<file path="src/rtl/scl_timing_pkg.sv">
package scl_timing_pkg;
  localparam int unsigned REG_W = 8;

  typedef enum logic [1:0] {
    ADDR_DATA = 2'd0,
    ADDR_HOLD = 2'd1,
    ADDR_LOW  = 2'd2,
    ADDR_HIGH = 2'd3
  } cfg_addr_e;

  localparam logic [7:0] DATA_INIT   = 8'h00;
  localparam logic [7:0] HOLD_INIT   = 8'h01;
  localparam logic [7:0] PERIOD_INIT = 8'h3F;
endpackage

</file>
<file path="src/rtl/scl_cfg_regs.sv">
module scl_cfg_regs
  import scl_timing_pkg::*;
#(
  parameter int W = REG_W
) (
  input  logic         clk,
  input  logic         rst_n,
  input  logic         wr,
  input  logic [1:0]   addr,
  input  logic [W-1:0] wdata,
  output logic [W-1:0] rdata,
  output logic         hold_wr,
  output logic [W-1:0] hold_q,
  output logic [W-1:0] low_q,
  output logic [W-1:0] high_q,
  output logic [W-1:0] tx_q,
  output logic         tx_valid,
  input  logic         tx_ready,
  input  logic [W-1:0] rx_d,
  input  logic         rx_valid
);
  logic [W-1:0] rx_q;
  logic         data_wr;

  assign data_wr = wr && (addr == ADDR_DATA);
  assign hold_wr = wr && (addr == ADDR_HOLD);

  always_ff @(posedge clk or negedge rst_n) begin
    if (!rst_n) begin
      hold_q <= W'(HOLD_INIT);
      low_q  <= W'(PERIOD_INIT);
      high_q <= W'(PERIOD_INIT);
    end else if (wr) begin
      case (addr)
        ADDR_HOLD: hold_q <= wdata;
        ADDR_LOW:  low_q  <= wdata;
        ADDR_HIGH: high_q <= wdata;
        default:   ;
      endcase
    end
  end

  // transmit side: a write marks the byte pending, the handshake retires it
  always_ff @(posedge clk or negedge rst_n) begin
    if (!rst_n) begin
      tx_q     <= W'(DATA_INIT);
      tx_valid <= 1'b0;
    end else if (data_wr) begin
      tx_q     <= wdata;
      tx_valid <= 1'b1;
    end else if (tx_valid && tx_ready) begin
      tx_valid <= 1'b0;
    end
  end

  // receive side: never stalls, newest byte wins
  always_ff @(posedge clk or negedge rst_n) begin
    if (!rst_n)        rx_q <= W'(DATA_INIT);
    else if (rx_valid) rx_q <= rx_d;
  end

  always_comb begin
    case (addr)
      ADDR_HOLD: rdata = hold_q;
      ADDR_LOW:  rdata = low_q;
      ADDR_HIGH: rdata = high_q;
      default:   rdata = rx_q;
    endcase
  end
endmodule

</file>
<file path="src/rtl/scl_phase_ctr.sv">
module scl_phase_ctr #(
  parameter int W = 8
) (
  input  logic         clk,
  input  logic         rst_n,
  input  logic         en,
  input  logic [W-1:0] low_val,
  input  logic [W-1:0] high_val,
  output logic         scl,
  output logic         edge_q,
  output logic         fall_now
);
  localparam int CW = W + 2;

  logic [CW-1:0] cnt_q;
  logic          run_q;
  logic [CW-1:0] low_len, high_len;

  // a phase of value N spans cnt values 4N+1 down to 0: 4N+2 cycles
  assign low_len  = {low_val, 2'b00} + CW'(1);
  assign high_len = {high_val, 2'b00} + CW'(1);

  assign fall_now = en && run_q && (cnt_q == '0) && scl;

  always_ff @(posedge clk or negedge rst_n) begin
    if (!rst_n) begin
      scl    <= 1'b1;
      cnt_q  <= '0;
      run_q  <= 1'b0;
      edge_q <= 1'b0;
    end else if (!en) begin
      scl    <= 1'b1;
      cnt_q  <= '0;
      run_q  <= 1'b0;
      edge_q <= 1'b0;
    end else if (!run_q) begin
      run_q  <= 1'b1;
      cnt_q  <= high_len;
      edge_q <= 1'b0;
    end else if (cnt_q == '0) begin
      scl    <= !scl;
      cnt_q  <= scl ? low_len : high_len;
      edge_q <= 1'b1;
    end else begin
      cnt_q  <= cnt_q - CW'(1);
      edge_q <= 1'b0;
    end
  end
endmodule

</file>
<file path="src/rtl/scl_hold_timer.sv">
module scl_hold_timer #(
  parameter int W = 8
) (
  input  logic         clk,
  input  logic         rst_n,
  input  logic         en,
  input  logic         fall_now,
  input  logic [W-1:0] hold_val,
  input  logic [W-1:0] low_val,
  input  logic         err_clr,
  output logic         slot_q,
  output logic         err_q
);
  localparam int HW = W + 1;
  localparam int LW = W + 2;

  logic [HW-1:0] hcnt_q;
  logic          armed_q;
  logic          too_long;
  logic          err_set;

  // slot index D+2 must not pass the last low index 4L+1
  assign too_long = {2'b00, hold_val} >= {low_val, 2'b00};
  assign err_set  = en && fall_now && too_long;

  always_ff @(posedge clk or negedge rst_n) begin
    if (!rst_n) begin
      hcnt_q  <= '0;
      armed_q <= 1'b0;
      slot_q  <= 1'b0;
    end else if (!en) begin
      hcnt_q  <= '0;
      armed_q <= 1'b0;
      slot_q  <= 1'b0;
    end else if (fall_now) begin
      slot_q  <= 1'b0;
      armed_q <= !too_long;
      hcnt_q  <= too_long ? '0 : ({1'b0, hold_val} + HW'(1));
    end else if (armed_q && (hcnt_q == '0)) begin
      slot_q  <= 1'b1;
      armed_q <= 1'b0;
    end else begin
      slot_q  <= 1'b0;
      if (armed_q) hcnt_q <= hcnt_q - HW'(1);
    end
  end

  always_ff @(posedge clk or negedge rst_n) begin
    if (!rst_n)       err_q <= 1'b0;
    else if (err_set) err_q <= 1'b1;
    else if (err_clr) err_q <= 1'b0;
  end

  logic unused_lw;
  assign unused_lw = (LW == 0);
endmodule

</file>
<file path="src/rtl/scl_timing_gen.sv">
module scl_timing_gen
  import scl_timing_pkg::*;
#(
  parameter int W = REG_W
) (
  input  logic         clk,
  input  logic         rst_n,
  input  logic         cfg_wr,
  input  logic [1:0]   cfg_addr,
  input  logic [W-1:0] cfg_wdata,
  output logic [W-1:0] cfg_rdata,
  input  logic         run_en,
  output logic [W-1:0] tx_data,
  output logic         tx_valid,
  input  logic         tx_ready,
  input  logic [W-1:0] rx_data,
  input  logic         rx_valid,
  output logic         rx_ready,
  output logic         scl_out,
  output logic         scl_edge,
  output logic         sda_slot,
  output logic         hold_err
);
  logic [W-1:0] hold_v, low_v, high_v;
  logic         hold_wr;
  logic         fall_now;

  assign rx_ready = 1'b1;

  scl_cfg_regs #(.W(W)) u_regs (
    .clk      (clk),
    .rst_n    (rst_n),
    .wr       (cfg_wr),
    .addr     (cfg_addr),
    .wdata    (cfg_wdata),
    .rdata    (cfg_rdata),
    .hold_wr  (hold_wr),
    .hold_q   (hold_v),
    .low_q    (low_v),
    .high_q   (high_v),
    .tx_q     (tx_data),
    .tx_valid (tx_valid),
    .tx_ready (tx_ready),
    .rx_d     (rx_data),
    .rx_valid (rx_valid)
  );

  scl_phase_ctr #(.W(W)) u_phase (
    .clk      (clk),
    .rst_n    (rst_n),
    .en       (run_en),
    .low_val  (low_v),
    .high_val (high_v),
    .scl      (scl_out),
    .edge_q   (scl_edge),
    .fall_now (fall_now)
  );

  scl_hold_timer #(.W(W)) u_hold (
    .clk      (clk),
    .rst_n    (rst_n),
    .en       (run_en),
    .fall_now (fall_now),
    .hold_val (hold_v),
    .low_val  (low_v),
    .err_clr  (hold_wr),
    .slot_q   (sda_slot),
    .err_q    (hold_err)
  );
endmodule

</file>
<file path="config.mk">
export PLATFORM = sky130hd
export DESIGN_NAME = scl_timing_gen
export DESIGN_NICKNAME = d
export VERILOG_FILES = /design/src/rtl/scl_timing_pkg.sv /design/src/rtl/scl_cfg_regs.sv /design/src/rtl/scl_phase_ctr.sv /design/src/rtl/scl_hold_timer.sv /design/src/rtl/scl_timing_gen.sv
export SDC_FILE = /design/constraint.sdc
export NUM_CORES = 1
export LEC_CHECK = 0
export ABC_AREA = 1
export BUFFER_PORTS_ARGS = -buffer_cell sky130_fd_sc_hd__buf_2
export CAP_MARGIN = 10
export CORE_MARGIN = 2
export CORE_UTILIZATION = 45
export CTS_CLUSTER_DIAMETER = 50
export DETAILED_ROUTE_END_ITERATION = 16
export PLACE_DENSITY = 0.65
export SLEW_MARGIN = 20
export SYNTH_ARGS = -nofsm -noshare
export SYNTH_HDL_FRONTEND = slang
export SYNTH_SLANG_ARGS = --single-unit
</file>
<file path="constraint.sdc">
create_clock -name clk -period 4.8 [get_ports clk]
set_clock_uncertainty 0.05 [all_clocks]
set_input_delay 0.48 -clock clk [delete_from_list [all_inputs] [get_ports clk]]
set_output_delay 0.48 -clock clk [all_outputs]
set_load 0.01 [all_outputs]
</file>
==> Flow_metrics.wiki <==
{| class="wikitable"
! Metric !! Value
|-
| Number of sinks driven by the clock tree || 66
|-
| Main flop type after synthesis || sky130_fd_sc_hd__dfrtp_1
|-
| Max-slew violation total from the final report || 0
|-
| TritonCTS buffer count || 9
|-
| Cell type with the largest total area after synthesis || sky130_fd_sc_hd__dfrtp_1
|-
| Number of antenna violations at the first check in global routing || 0
|-
| Core Region || 8090 sq um
|-
| Depth of the worst hold-timing path || 2
|-
| Placed Cells || 607
|-
| Gate power share || 29.2%
|-
| Time the worst path needs with I/O delays and setup || 2000 ps
|-
| Detailed-routing iteration count for the pre-antenna-repair pass || 5
|-
| Max capacitance violation total || 0
|-
| Summed instance area of the synthesized netlist || 3710 sq um
|-
| Worst R2R Setup Slack || 2800 ps
|-
| Distinct cell type count after synthesis || 35
|-
| Sink of the worst hold path || u_regs.tx_valid
|-
| Die footprint || 8990 sq um
|-
| Count of final setup violators || 0
|-
| Peak per-stage delay on the critical path || 560 ps
|-
| Power Internal || 1.09 mW
|-
| Hold Path Origin || tx_ready
|-
| Highest Clock Rate || 500 MHz
|-
| Outcome || complete, no violations
|-
| Fraction of power consumed by sequential logic || 43.2%
|-
| Synth Warn # || 0
|-
| Final critical-path share of the clock period || 41.6%
|-
| Peak ir drop on the vdd network || 0.231 mV
|-
| Number of buffers added on ports || 44
|-
| Maximum buffer depth of the clock tree || 2
|-
| TritonCTS clock tree || yes
|-
| Die Ht || 94.8 um
|-
| Switching power || 0.636 mW
|-
| Remaining antenna violation count || 0
|-
| Share of synthesized area occupied by flip-flops and latches || 44.9%
|-
| Crit path buf inv count || 1
|-
| Number of gates resized after cts || 0
|-
| Total setup buffers inserted after CTS || 0
|-
| Cell depth of the worst flop-to-flop path || 7
|-
| CP cell instances || inv_1 -> ha_1 -> nand2_1 -> nor2_1 -> a21boi_2 -> nand2_1 -> a22o_1
|-
| Crit start category || flip-flop
|-
| Maximum fanout count along the critical path || 10
|-
| Total negative slack for setup checks || 0 ps
|-
| Final #Nets || 548
|-
| Share of the synthesized area in the top cell type || 35.0%
|-
| Maximum number of pins on one net before global-route repair || 67
|-
| Non-Filler Cell Area, Final || 4230 sq um
|-
| Arr. time, crit path || 2180 ps
|-
| Row count || 33
|-
| Global-route usage over all layers || 20.7%
|-
| Post-detailed-route wirelength per cell || 14.0 um
|-
| I/O pin total || 46
|-
| Worst-case headroom to the max-slew limit || 45.9%
|-
| Number of global-route vias before repair || 2950
|-
| Effective utilization at floorplan || 45.9%
|-
| Share of power burned in the clock network || 27.6%
|-
| Setup repair after global routing missed its margin || no
|-
| WS Path Type || flip-flop to flip-flop
|-
| Depth of the CTS H-tree || 3
|-
| Final HPWL DP || 6400 um
|-
| Aggregate global routing overflow || 0
|-
| Hold_buf cts || 0
|-
| Post-CTS clock slew at the launch and capture registers of the worst setup and hold paths || 80 ps
|-
| Clock latency of the later-clocked register in the worst-skew pair || 340 ps
|-
| Synthesized flop and latch total || 66
|-
| Via/cell ratio || 5.04
|-
| CP most frequent cell || sky130_fd_sc_hd__nand2_1
|-
| Worst flop-to-flop path endpoint || u_hold.err_q
|-
| Post-detailed-route DRC marker count || 0
|-
| Post-synth ARST share || 100%
|-
| Critical Path Sink Type || flip-flop
|-
| First-pass GRT wire length || 14300 um
|-
| Number of synthesized flops with an enable pin || 0
|-
| Share of layout cells above drive strength 1 || 20.5%
|-
| Count of non-filler cells in the finished layout || 623
|-
| Net count of the mapped netlist || 502
|-
| Least-Margin Pin Slew || 811 ps
|-
| Area overhead of the layout relative to synthesis || 13.8%
|-
| Pwr dens || 409 nW/um^2
|-
| Reg-to-Reg Start || u_regs.low_q[3]
|-
| WP depth || 7
|-
| Crit path required time || 4980 ps
|-
| Average size of a mapped cell || 7.95 sq um
|-
| Root Driver || sky130_fd_sc_hd__clkbuf_8
|-
| Horiz. Die Dim || 94.8 um
|-
| Instance count of the mapped netlist || 467
|-
| Number of diodes || 0
|-
| Kind of path behind the tightest hold check || input port to flip-flop
|-
| Detailed-route via count || 3141
|-
| Post-Place Cell Area || 4020 sq um
|-
| Leakage component of the power || 2.18 nW
|-
| Slowest cell on the critical path || sky130_fd_sc_hd__dfstp_2
|-
| Final Routed Wirelength || 8700 um
|-
| Routability Congestion || 0.868
|-
| Fraction of power spent switching nets || 36.8%
|-
| Final standard cell utilization of the core || 52.2%
|-
| Hold violation count in the final report || 0
|-
| Cell type group with the largest total delay on the critical path || compound AO/OA/AOI/OAI gates
|-
| Most area-consuming cells after synthesis || sky130_fd_sc_hd__dfrtp_1 (35%), sky130_fd_sc_hd__nand2_1 (15%), sky130_fd_sc_hd__dfstp_2 (9.9%)
|-
| Iteration-0 DRC Markers || 86
|}
[layer usage]
layer	wire length (um)	up-vias	GRT usage, %
li1	-	1600	-
met1	4160	1442	28.4
met2	3880	87	33.0
met3	505	12	4.39
met4	150	0	6.52
met5	0	-	0
[worst reg2reg max path, stage by stage, from the launching register on]
cell	delay, ps
sky130_fd_sc_hd__dfstp_2	560
sky130_fd_sc_hd__inv_1	70
sky130_fd_sc_hd__ha_1	300
sky130_fd_sc_hd__nand2_1	90
sky130_fd_sc_hd__nor2_1	60
sky130_fd_sc_hd__a21boi_2	390
sky130_fd_sc_hd__nand2_1	160
sky130_fd_sc_hd__a22o_1	200
[placed cells by master, fill, tap and decap left out, drive strengths merged]
cell and n:
a21boi 1, a21oi 4, a22o 1, a31oi 1
buf 45, bufinv 1, clkbuf 9, clkinv 5
conb 1, dfrtp 52, dfstp 14, ha 11
inv 57, mux2 8, nand2 151, nand3 49
nand3b 1, nand4 6, nor2 27, nor3 3
nor3b 1, nor4 1, o2111ai 7, o21ai 40
o22ai 1, or2 7, xnor2 2, xor2 12
[through the flow]
stage	setup slack [ps]	power, mW	hold WS [ps]
floorplan	3040	1.11	134
global placement	2870	1.25	414
detailed placement	2810	1.26	423
CTS	2800	1.73	258
global route	2560	1.85	268
finish	2800	1.73	263
[power groups by stage]
stage | registers (mW) | logic [mW] | clock network, mW
floorplan | 0.730 | 0.381 | 0
global placement | 0.752 | 0.495 | 0
detailed placement | 0.755 | 0.504 | 0
CTS | 0.746 | 0.508 | 0.480
global route | 0.760 | 0.585 | 0.506
finish | 0.747 | 0.505 | 0.478
[registers in the layout (all words and copies together), names as in the netlist, 8 cells and up]
register	count
u_regs.rx_q	8
u_hold.hcnt_q	9
u_regs.high_q	8
u_phase.cnt_q	10
u_regs.low_q	8
u_regs.tx_q	8
u_regs.hold_q	8
[cells in the mapped netlist (2+ instances only)]
library cell	count
sky130_fd_sc_hd__nand2_1	147
sky130_fd_sc_hd__inv_1	54
sky130_fd_sc_hd__dfrtp_1	52
sky130_fd_sc_hd__nand3_1	49
sky130_fd_sc_hd__o21ai_0	40
sky130_fd_sc_hd__nor2_1	23
sky130_fd_sc_hd__dfstp_2	14
sky130_fd_sc_hd__xor2_1	12
sky130_fd_sc_hd__ha_1	11
sky130_fd_sc_hd__mux2_2	8
sky130_fd_sc_hd__o2111ai_1	7
sky130_fd_sc_hd__or2_2	7
sky130_fd_sc_hd__nand4_1	5
sky130_fd_sc_hd__buf_2	4
sky130_fd_sc_hd__clkbuf_1	4
sky130_fd_sc_hd__nand2_2	4
sky130_fd_sc_hd__nor2_4	3
sky130_fd_sc_hd__a21oi_1	2
sky130_fd_sc_hd__buf_4	2
sky130_fd_sc_hd__inv_2	2
sky130_fd_sc_hd__nor3_1	2
sky130_fd_sc_hd__xnor2_1	2
[layout make-up]
class                   instances  area [sq um]
multi-input cells             335          1780
clock inverters                 7          78.8
fillers                       786          3870
flip-flops and latches         66          1670
repair buffers                 45           228
well taps                     105           131
inverters                      56           210
clock buffers                   9           124
[kinds of logic after synthesis]
kind of cell               share of synthesized area (%)
other                                              0.101
AOI/OAI and AO/OA                                   8.86
DFF                                                 44.9
and+or+nand+nor                                     29.6
buffers and inverters                               7.01
xor gates and xnor gates                            3.30
adders and majority gates                           3.71
muxes                                               2.43
[worst max-delay path by stage]
stage | from | end | slack, ps
6_report | u_regs.low_q[3] | u_hold.err_q | 2800
3_5_place_dp | u_regs.low_q[5] | u_hold.hcnt_q[2] | 2810
2_1_floorplan | u_regs.low_q[5] | u_hold.hcnt_q[3] | 3040
4_1_cts | u_regs.low_q[4] | u_hold.hcnt_q[2] | 2800
5_1_grt | u_regs.low_q[4] | u_hold.hcnt_q[1] | 2560
3_3_place_gp | u_regs.low_q[5] | u_hold.hcnt_q[1] | 2870
Power figures use the tool's default switching activity.
